===== src/rtl/board_select_pkg.sv =====
package board_select_pkg;

    typedef enum logic [1:0] {
        WIN_OFF   = 2'b00,
        WIN_BELOW = 2'b01,
        WIN_AT    = 2'b10,
        WIN_ABOVE = 2'b11
    } win_mode_e;

endpackage


===== src/rtl/region_match.sv =====
module region_match #(
    parameter int REGION_W = 8
) (
    input  logic [REGION_W-1:0] addr_hi,
    input  logic                half_bit,
    input  logic                ext_en,
    input  logic [REGION_W-1:0] region,
    input  logic                half_en,
    input  logic                half_sel,
    output logic                hit
);
    logic region_ok;
    logic half_ok;

    always_comb begin
        region_ok = !ext_en || (addr_hi == region);
        half_ok   = !half_en || (half_bit == half_sel);
        hit       = region_ok && half_ok;
    end
endmodule


===== src/rtl/block_window.sv =====
module block_window
    import board_select_pkg::*;
#(
    parameter int BLK_W = 4
) (
    input  logic [BLK_W-1:0] blk_addr,
    input  logic [BLK_W-1:0] blk_cfg,
    input  win_mode_e        mode,
    output logic             kill
);
    always_comb begin
        unique case (mode)
            WIN_BELOW: kill = (blk_addr <  blk_cfg);
            WIN_AT:    kill = (blk_addr == blk_cfg);
            WIN_ABOVE: kill = (blk_addr >  blk_cfg);
            default:   kill = 1'b0;
        endcase
    end
endmodule


===== src/rtl/board_select_top.sv =====
module board_select_top
    import board_select_pkg::*;
#(
    parameter int ADDR_W   = 24,
    parameter int REGION_W = 8,
    parameter int BLK_W    = 4
) (
    input  logic [ADDR_W-1:0]   bus_addr,
    input  logic                mem_cycle,
    input  logic                phantom_n,
    input  logic                cfg_ext_en,
    input  logic [REGION_W-1:0] cfg_region,
    input  logic                cfg_half_en,
    input  logic                cfg_half_sel,
    input  logic [BLK_W-1:0]    cfg_blk,
    input  logic [1:0]          cfg_win_mode,
    input  logic                cfg_phan_en,
    output logic                fast_sel,
    output logic                qual_sel
);
    localparam int REGION_LSB = ADDR_W - REGION_W;
    localparam int HALF_BIT   = REGION_LSB - 1;
    localparam int BLK_LSB    = REGION_LSB - BLK_W;

    logic      region_hit;
    logic      win_kill;
    logic      phan_block;
    win_mode_e win_mode;

    assign win_mode = win_mode_e'(cfg_win_mode);

    region_match #(.REGION_W(REGION_W)) u_region (
        .addr_hi (bus_addr[ADDR_W-1:REGION_LSB]),
        .half_bit(bus_addr[HALF_BIT]),
        .ext_en  (cfg_ext_en),
        .region  (cfg_region),
        .half_en (cfg_half_en),
        .half_sel(cfg_half_sel),
        .hit     (region_hit)
    );

    block_window #(.BLK_W(BLK_W)) u_window (
        .blk_addr(bus_addr[REGION_LSB-1:BLK_LSB]),
        .blk_cfg (cfg_blk),
        .mode    (win_mode),
        .kill    (win_kill)
    );

    always_comb begin
        phan_block = cfg_phan_en && !phantom_n;
        fast_sel   = region_hit && !win_kill && !phan_block;
        qual_sel   = fast_sel && mem_cycle;
    end

    always_comb begin

        qual_implies_fast_chk: assert (!qual_sel || fast_sel);

        phantom_off_chk: assert (!(cfg_phan_en && !phantom_n) || (!fast_sel && !qual_sel));

        region_miss_chk: assert (!(cfg_ext_en && bus_addr[ADDR_W-1:REGION_LSB] != cfg_region) || !fast_sel);

        half_miss_chk: assert (!(cfg_half_en && bus_addr[HALF_BIT] != cfg_half_sel) || !fast_sel);

        above_kill_chk: assert (!(cfg_win_mode == 2'b11 && bus_addr[REGION_LSB-1:BLK_LSB] > cfg_blk) || !fast_sel);

        off_pass_chk: assert (!(cfg_win_mode == 2'b00 && region_hit && !phan_block) || fast_sel);
    end
endmodule


===== config.mk =====
export PLATFORM = sky130hd
export DESIGN_NAME = board_select_top
export DESIGN_NICKNAME = d
export VERILOG_FILES = /design/src/rtl/board_select_pkg.sv /design/src/rtl/region_match.sv /design/src/rtl/block_window.sv /design/src/rtl/board_select_top.sv
export SDC_FILE = /design/constraint.sdc
export NUM_CORES = 1
export LEC_CHECK = 0
export BUFFER_PORTS_ARGS = -buffer_cell sky130_fd_sc_hd__buf_4
export CORE_AREA = 5 5 42 44
export DETAILED_ROUTE_END_ITERATION = 6
export DIE_AREA = 0 0 47 49
export PLACE_DENSITY_LB_ADDON = 0.3
export REMOVE_ABC_BUFFERS = 1
export SLEW_MARGIN = 20
export SYNTH_ARGS = -nofsm -noshare
export SYNTH_HDL_FRONTEND = slang
export SYNTH_SLANG_ARGS = --single-unit

===== constraint.sdc =====
create_clock -name vclk -period 3.25
set_input_delay 0.1625 -clock vclk [all_inputs]
set_output_delay 0.1625 -clock vclk [all_outputs]
set_load 0.05 [all_outputs]

Word level (Yosys, flattened, before mapping)
Index checks and enable logic that the tools add are counted.

Add/subtract/negate cells: 0. Multipliers: 0. Div/mod/pow operators: 0. Magnitude comparators: 2. Eq/ne operators: 6. Shift operators: 0. Mux-type cells: 1. Bitwise operators: 0. Reductions and logical operators: 12.

Operators by type and width (number): equality test 8 bit (1); logical AND 1 bit (5); zero test 1 bit (5); equality test 2 bit, second input constant (2); equality test 4 bit (1); greater-than comparator 4 bit (1); < comparator 4 bit (1); case mux 1 bit (3 select lines) (1); equality test 2 x 1 -> 1 bit, second input constant (1); logical OR 1 bit (2); equality test 1 bit (1).

Register bits after elaboration: 0. Latch bits: 0. RAM bits: 0. ROM bits: 0. Output and inout bits: 2. Word-level logic and storage cells: 21. Memories: 0.

Logic depth before layout (Yosys ltp)
Gate-level depths: netlist of the first run.

Depth after elaboration: 6. Mapped depth: 7. Gate-level depth less buffers: 7.

Modules after synthesis
Synthesis of the first run repeated with hierarchy kept, for this count alone.

Cell total of the unflattened synthesis: 33. Area, all modules: 264.0 µm².

By module, submodules not included: block_window (times used 1, cells an instance 17, area each 123.9 µm²); region_match (times used 1, cells an instance 13, area each 102.6 µm²); board_select_top (times used 1, cells an instance 3, area each 37.5 µm²).

Worst setup path before layout of the first run
No wires, ideal clock.

Path kind: input -> output. Start point: input port cfg_blk[1]. End point: output port qual_sel. Data arrival time: 1690 ps. Slack: 1398 ps. Cell stages on the path: 7. Path buffers: 0. Path through: inv_1 ha_1 nor2b_1 o211ai_1 a22oi_1 xor2_1 nor3b_2.

Cells in the longest elaborated chain, start to end: 6.

Ends and longest elaborated chain: from (decl) (line board_select_top.sv:15) `input logic [BLK_W-1:0] cfg_blk,`; greater-than comparator 4 bit (tied with other cells) (line block_window.sv:15) `WIN_ABOVE: kill = (blk_addr > blk_cfg);`; case mux 1 bit (3 select lines) (*) (line block_window.sv:12) `unique case (mode)`; zero test 1 bit (*) (line board_select_top.sv:51) `fast_sel = region_hit && !win_kill && !phan_block;`; logical AND 1 bit (*) (2 in series) (line board_select_top.sv:51); logical AND 1 bit (*) (line board_select_top.sv:52) `qual_sel = fast_sel && mem_cycle;`; to (decl) (line board_select_top.sv:19) `output logic qual_sel`.

Mark *: on every way between the ends. The rest lies on a longest branch, timed or not.

Final worst setup path of the first run
Start point: input port bus_addr[15]. End point: output port qual_sel.

Cells in the longest elaborated chain, start to end: 6.

Ends and longest elaborated chain: from (decl) (line board_select_top.sv:8) `input logic [ADDR_W-1:0] bus_addr,`; greater-than comparator 4 bit (tied with other cells) (line block_window.sv:15); case mux 1 bit (3 select lines) or logical OR 1 bit (tied branches) (line block_window.sv:12, region_match.sv:17); zero test 1 bit or logical AND 1 bit (tied branches) (line board_select_top.sv:51, region_match.sv:18); logical AND 1 bit (*) (2 in series) (line board_select_top.sv:51); logical AND 1 bit (*) (line board_select_top.sv:52).

Marked as above.

==> results of run 1 <==
-- power groups by stage --
stage          clock, uW  sequential, uW  combinational, uW
6_report               0               0               69.0
5_1_grt                0               0               76.9
4_1_cts                0               0               70.3
3_5_place_dp           0               0               70.0
3_3_place_gp           0               0               69.3
2_1_floorplan          0               0               32.4
-- cell usage in the layout, fill, tap and decap left out --
master    Yosys  final
a211oi_1      1      1
buf_4         0     34
nand2_1       2      2
inv_1         5      5
o211ai_1      1      1
nor2_1        1      1
a22oi_1       1      1
a21oi_1       1      1
and4_4        1      1
nor3b_2       1      1
xor2_1        2      2
nand4_1       2      2
xnor2_1       8      8
ha_1          4      4
o21ai_0       1      1
nor2b_1       2      2
-- worst paths after layout --
check | from | end | slack (ns)
hold / removal | mem_cycle | qual_sel | 0.74
setup / recovery | bus_addr[15] | qual_sel | 1.54
-- per-layer routing --
metal / share of wire, % / global-route usage (%) / up-vias
met4: 0 / 0 / 0
met3: 13 / 0 / 0
met2: 52 / 11.31 / 17
li1: - / - / 182
met1: 35 / 6.739 / 139
met5: 0 / 0 / -
-- stage by stage --
stage | setup slack, ns | instances | total power (uW) | area, sq um | hold WS [ns]
final | 1.543 | 83 | 69.00 | 524.3 | 0.7406
after global routing | 1.379 | 83 | 76.93 | 524.3 | 0.7588
after CTS | 1.523 | 83 | 70.26 | 524.3 | 0.7476
after detailed placement | 1.524 | 83 | 70.01 | 524.3 | 0.7473
after global placement | 1.542 | 83 | 69.27 | 524.3 | 0.7412
after floorplan | 1.398 | 33 | 32.40 | 249.0 | 0.5553
-- final cells by class --
class / instances / area share [%]
Timing Repair Buffer: 34 / 48.69
Multi-Input combinational cell: 28 / 43.91
Tap cell: 16 / 3.819
Inverter: 5 / 3.580
-- kinds of logic (layout without fill, tap and decap cells) --
family,after synthesis,count (layout)
xor gates and xnor gates,10,10
adders and majority gates,4,4
AOI/OAI and AO/OA,5,5
buffers and inverters,5,39
and+or+nand+nor,9,9
-- worst max-delay path: cells and delay by family --
kind / cells / cell delay (ns)
fa+ha+maj: 1 / 0.32
xor+xnor: 1 / 0.20
buf+inv: 2 / 0.33
compound gates: 2 / 0.35
simple gates: 1 / 0.18
==> results_dict.tcl, run 1 <==
set metrics [dict create \
    outcome "finished, final reports clean" \
    multi_input_area_sq_um 230.2 \
    holdCritPathClass "in -> out" \
    filler_cell_count 156 \
    internal-power_uw 42.54 \
    synth_area_leaders "xnor2_1 28%, ha_1 20%, inv_1 7.5%, xor2_1 7.0%, nand4_1 5.0%" \
    critical_path.most_common_cell "buf_4" \
    vias_per_cell 4.072 \
    synth-compound-area-share_pct 13.07 \
    hold_violations 0 \
    via_count 338 \
    slew_headroom_pct 83.69 \
    vdd.ir_drop.worst_mv 0.04347 \
    hold_buffers 0 \
    syn_area_per_cell_sq_um 7.545 \
    area_growth_pct 110.6 \
    slowest_stage "ha_1" \
    synth_top_area_cell "xnor2_1" \
    switchingPower_uw 26.46 \
    swShare_pct 38.35 \
    yosys.area_share.xor_xnor_pct 35.18 \
    cp_max_fo 3 \
    drive_above_1_share_pct 53.73 \
    rsz0062_at_grt "no" \
    start_util_pct 17.77 \
    routabilityCongestion 0.6333 \
    synth_cell_types 15 \
    fin_crit_sh_pct 52.51 \
    dr.first_iter.drc_count 0 \
    yosysMostFrequentCell "xnor2_1" \
    tightest_slew_ns 0.2438 \
    start_kind "input port" \
    nNetsFinal 117 \
    seq_area_frac_synth_pct 0 \
    setup_violations 0 \
    coreArea_sq_mm 0.001401 \
    drtPass1Iterations 1 \
    port-buffer-count 34 \
    synth_top_family_by_area "XOR/XNOR gates" \
    clockPowerShare_pct 0 \
    netlist.area_leader.share_pct 28.14 \
    yosys.area_share.simple_pct 24.12 \
    min_period_ns 1.707 \
    whs_path_depth 3 \
    critPathArrivalTime_ns 1.54 \
    ios 46 \
    cts_setup_buffers 0 \
    routed_wl_um 684 \
    grtUsageTotal_pct 5.684 \
    p_leak_uw 0.0002723 \
    postLayoutCoreUtil_pct 37.41 \
    fmax_mhz 586.0 \
    grt_pass1_wl_um 1069 \
    drc_errors 0 \
    muxShareOfSynthArea_pct 0 \
    setup-tns-final_ns 0 \
    grt_pass1_vias 314 \
    syn_inst 33 \
    nClkBuffers 0 \
    slew_viol_final 0 \
    crit_type "in -> out" \
    die_w_um 47 \
    yosysWarnings 0 \
    synth_top_cells_by_count "8 x xnor2_1, 5 x inv_1, 4 x ha_1" \
    maxCapViolCount 0 \
    antenna_cells 0 \
    die_area_sq_mm 0.002303 \
    cpPeakStageDelay_ns 0.32 \
    overflow 0 \
    cts_resized 0 \
    end_kind "output pin" \
    ant_nets 0 \
    placementRows 14 \
    required_ns 3.09 \
    avgRoutedWirePerCell_um 8.241 \
    combPwrFrac_pct 100.0 \
    seqCellArea_sq_um 0 \
    seq_cell_count 0 \
    die_h_um 49 \
    synthAdderAreaFrac_pct 20.10 \
    cp_cell_sequence "buf_4 > ha_1 > a211oi_1 > a22oi_1 > xor2_1 > nor3b_2 > buf_4" \
    hpwlAfterDp_um 689 \
    grt_max_degree 4 \
    p_per_area_mw_per_mm2 131.6 \
    seqPwrFrac_pct 0 \
    netlist_area_sq_um 249.0 \
    antenna_found_initial 0 \
]
Note: power is estimated with default switching activity, not from simulation.
==> inputs of run 2 (changes only) <==
==> constraint.sdc (replaced) <==
create_clock -name vclk -period 1.55
set_input_delay 0.0775 -clock vclk [all_inputs]
set_output_delay 0.0775 -clock vclk [all_outputs]
set_load 0.05 [all_outputs]
==> results_dict.tcl, run 2 (synthesis gave the netlist of run 1 again) <==
set metrics [dict create \
    grt_pass1_wl_um 1069 \
    via_count 343 \
    antenna_found_initial 0 \
    fin_crit_sh_pct 95.81 \
    combPwrFrac_pct 100.0 \
    drc_errors 0 \
    rsz0062_at_grt "no" \
    min_from "mem_cycle" \
    setup_violations 0 \
    ios 46 \
    maxCapViolCount 0 \
    drtPass1Iterations 1 \
    holdCritPathClass "in -> out" \
    setup.worst_path.start "bus_addr[15]" \
    dr.first_iter.drc_count 0 \
    outcome "finished, final reports clean" \
    cp_cell_sequence "buf_4 > ha_1 > and4_4 > a22oi_2 > xor2_2 > nor3b_2 > buf_6" \
    die_w_um 47 \
    start_util_pct 17.77 \
    internal-power_uw 95.15 \
    multi_input_area_sq_um 260.3 \
    antenna_cells 0 \
    post-route-worst-setup-slack_ns 0.06500 \
    layout_commonest_cell "buf_4" \
    routabilityCongestion 0.6333 \
    critPathArrivalTime_ns 1.41 \
    p_total_uw 155.9 \
    start_kind "input port" \
    slew_headroom_pct 87.36 \
    routed_wl_um 729 \
    min_period_ns 1.485 \
    vdd.ir_drop.worst_mv 0.1045 \
    clockPowerShare_pct 0 \
    pre_cts_ws_ns -0.006476 \
    fmax_mhz 673.4 \
    grtUsageTotal_pct 5.684 \
    p_per_area_mw_per_mm2 279.3 \
    overflow 0 \
    nClkBuffers 0 \
    grt_pass1_vias 314 \
    hpwlAfterDp_um 689 \
    numPlacedInstances 83 \
    tightest_slew_ns 0.1888 \
    p_leak_uw 0.0002762 \
    switchingPower_uw 60.71 \
    port-buffer-count 34 \
    avgRoutedWirePerCell_um 8.783 \
    cpPeakStageDelay_ns 0.33 \
    slowest_stage "ha_1" \
    placementRows 14 \
    die_h_um 49 \
    crit_type "in -> out" \
    final_cells 83 \
    end_kind "output pin" \
    required_ns 1.47 \
    hold_violations 0 \
    hold_ws_ns 0.5487 \
    die_area_sq_mm 0.002303 \
    vias_per_cell 4.133 \
    swShare_pct 38.95 \
    area_growth_pct 124.1 \
    slew_viol_final 0 \
    drive_above_1_share_pct 59.70 \
    grt_max_degree 4 \
    final_cell_mix "33 x buf_4, 8 x xnor2_1, 5 x inv_1" \
    hold_buffers 0 \
    filler_cell_count 155 \
    seq_cell_count 0 \
    cp_max_fo 3 \
    coreArea_sq_mm 0.001401 \
    nNetsFinal 117 \
    ant_nets 0 \
    seqCellArea_sq_um 0 \
    seqPwrFrac_pct 0 \
]
run 2: changes by cell type in the layout (fill, tap and decap cells not counted):
cell / change
ha_4: +1
a22oi_1: -1
xor2_1: -1
xor2_2: +1
buf_6: +1
a211oi_2: +1
ha_1: -1
a211oi_1: -1
a22oi_2: +1
buf_4: -1
run 2: metrics by stage:
| stage | utilization (%) | area (sq um) | TNS (ns) |
|---|---|---|---|
| 2_1_floorplan | - | 249.0 | -0.2502 |
| 3_3_place_gp | 37.41 | 524.3 | 0 |
| 3_5_place_dp | 37.41 | 524.3 | -0.006476 |
| 4_1_cts | 37.68 | 528.0 | 0 |
| 5_1_grt | 39.82 | 558.0 | 0 |
| 6_report | 39.82 | 558.0 | 0 |
run 2: per-layer routing:
layer,vias up,routed length [um],track usage [%],share of wire (%)
met2,17,389,11.31,53
li1,180,-,-,-
met5,-,0,0,0
met3,0,79,0,11
met4,0,0,0,0
met1,146,260,6.739,36
run 2: final cells by class:
class | instances | share of cell area (%)
multi-input combinational | 28 | 46.64
timing repair buffer | 34 | 46.41
tap | 16 | 3.587
inverter | 5 | 3.363
run 2: timing repair:
action                                  4_1_cts  5_1_grt
endpoints found under the setup margin        1        2
pin swaps                                     0        5
gates resized for setup                       1        4
setup buffers                                 0        0
run 2: worst paths after layout:
check  cells past startpoint  slack (ns)        to
min                        3        0.55  qual_sel
max                        7        0.06  qual_sel
run 2: power groups by stage:
stage	clock, uW	sequential, uW	combinational [uW]
after floorplan	0	0	67.9
after global placement	0	0	145
after detailed placement	0	0	147
after CTS	0	0	148
after global routing	0	0	172
final	0	0	156
run 2: critical path, delay by kind of cell:
kind / cells / cell delay (ns)
AND/OR/NAND/NOR: 2 / 0.38
buffers and inverters: 2 / 0.30
AO/OA/AOI/OAI: 1 / 0.22
XOR/XNOR: 1 / 0.11
adder cells (fa/ha/maj): 1 / 0.33
==> inputs of run 3 (changes only) <==
--- a/config.mk
+++ b/config.mk
@@ -6,11 +6,10 @@
 export NUM_CORES = 1
 export LEC_CHECK = 0
 export BUFFER_PORTS_ARGS = -buffer_cell sky130_fd_sc_hd__buf_4
-export CORE_AREA = 5 5 42 44
+export CORE_AREA = 2 2 39 41
 export DETAILED_ROUTE_END_ITERATION = 6
-export DIE_AREA = 0 0 47 49
+export DIE_AREA = 0 0 41 43
 export PLACE_DENSITY_LB_ADDON = 0.3
-export REMOVE_ABC_BUFFERS = 1
 export SLEW_MARGIN = 20
 export SYNTH_ARGS = -nofsm -noshare
 export SYNTH_HDL_FRONTEND = slang
==> constraint.sdc (replaced) <==
create_clock -name vclk -period 1.65
set_input_delay 0.0825 -clock vclk [all_inputs]
set_output_delay 0.0825 -clock vclk [all_outputs]
set_load 0.05 [all_outputs]
==> results_dict.tcl, run 3 (synthesis gave the netlist of run 1 again) <==
set metrics [dict create \
    critical_path.most_common_cell "buf_4" \
    whs_path_depth 3 \
    hold_end "qual_sel" \
    seqCellArea_sq_um 0 \
    cts_resized 0 \
    grt_max_degree 4 \
    top_usage_layer "met2" \
    coreArea_sq_mm 0.001384 \
    layout_commonest_cell "buf_4" \
    cp_num_buf_inv 2 \
    maxCapViolCount 0 \
    use_met2_pct 14.37 \
    hold_buffers 0 \
    holdCritPathClass "in -> out" \
    drive_above_1_share_pct 55.22 \
    drc_errors 0 \
    seq_cell_count 0 \
    hold_violations 0 \
    final_cell_mix "33 x buf_4, 8 x xnor2_1, 5 x inv_1" \
    outcome "finished, final reports clean" \
    die_area_sq_mm 0.001763 \
    setup_violations 0 \
    placementRows 14 \
    numPlacedInstances 83 \
    placed_area_sq_um 524.3 \
    antenna_cells 0 \
    grt_use_met1_pct 8.861 \
    hold_ws_ns 0.5609 \
    min_from "mem_cycle" \
    critPathArrivalTime_ns 1.45 \
    required_ns 1.57 \
    setup-tns-final_ns 0 \
    nClkBuffers 0 \
    avgRoutedWirePerCell_um 7.446 \
    vdd.ir_drop.worst_mv 0.08388 \
    slew_headroom_pct 83.38 \
    filler_cell_count 148 \
    min_period_ns 1.537 \
    crit_type "in -> out" \
    vias_per_cell 4.024 \
    rsz0062_at_grt "no" \
    postLayoutCoreUtil_pct 38.52 \
    fmax_mhz 650.5 \
    grt_pass1_wl_um 1000 \
    ios 46 \
    synth_nets 81 \
    tightest_slew_ns 0.2484 \
    globalRouteMet3Util_pct 0 \
    slew_viol_final 0 \
    overflow 0 \
    end_kind "output pin" \
    critical-path-top-delay-family "adder cells" \
    final_cell_area_sq_um 533.0 \
    p_per_area_mw_per_mm2 260.7 \
    slowest_stage "ha_1" \
    grtUsageTotal_pct 7.393 \
    cp_max_fo 3 \
    ant_nets 0 \
    die_h_um 43 \
    port-buffer-count 34 \
    routabilityCongestion 0.6410 \
    cpPeakStageDelay_ns 0.33 \
    dr.first_iter.drc_count 1 \
    fin_crit_sh_pct 93.17 \
    final_cells 83 \
    nNetsFinal 117 \
    grt_pass1_vias 294 \
    cp_cell_sequence "buf_4 > ha_1 > and4_4 > a22oi_1 > xor2_1 > nor2_1 > buf_4" \
    die_w_um 41 \
    via_count 334 \
    p_leak_uw 0.0002742 \
    start_kind "input port" \
    antenna_found_initial 0 \
    drtPass1Iterations 2 \
    start_util_pct 17.99 \
    crit_cells 7 \
    cts_setup_buffers 0 \
    area_growth_pct 114.1 \
    routed_wl_um 618 \
]
==> run 3: cell count changes in the layout (fill, tap and decap cells not counted) <==
cell / change
xor2_2: -1
ha_4: -1
xor2_1: +1
ha_1: +1
a22oi_1: +1
a22oi_2: -1
==> run 3: stage by stage <==
stage	setup slack, ns	power (uW)
floorplan	-0.04250	63.83
global placement	0.1021	136.3
detailed placement	0.08063	137.7
CTS	0.07286	138.2
global route	0.004200	155.0
finish	0.1127	138.9
==> run 3: report_power, final <==
group	switching (uW)	internal, uW
Clock	0	0
Sequential	0	0
Combinational	53.4	85.6
==> run 3: cell type report <==
type | instances | area (sq um) | area share [%]
timing repair buffer | 34 | 259.0 | 48.59
multi-input combinational | 28 | 235.2 | 44.13
tap | 16 | 20.02 | 3.756
inverter | 5 | 18.77 | 3.521
==> run 3: metal layers <==
| metal | vias up | part of all wire (%) |
|---|---|---|
| met2 | 18 | 53 |
| met5 | - | 0 |
| met3 | 0 | 13 |
| met1 | 134 | 34 |
| li1 | 182 | - |
| met4 | 0 | 0 |
==> run 3: tightest hold or removal path: stages <==
cell and delay (ns):
buf_4 0.10, nor3b_2 0.15, buf_6 0.15
==> run 3: how the worst max path moves through the flow <==
stage                      start  endpoint  slack [ns]
floorplan             cfg_blk[1]  qual_sel       -0.04
global placement    bus_addr[13]  qual_sel        0.10
detailed placement  bus_addr[13]  qual_sel        0.08
CTS                 bus_addr[13]  qual_sel        0.07
global route        bus_addr[13]  fast_sel       0.004
finish              bus_addr[15]  fast_sel        0.11
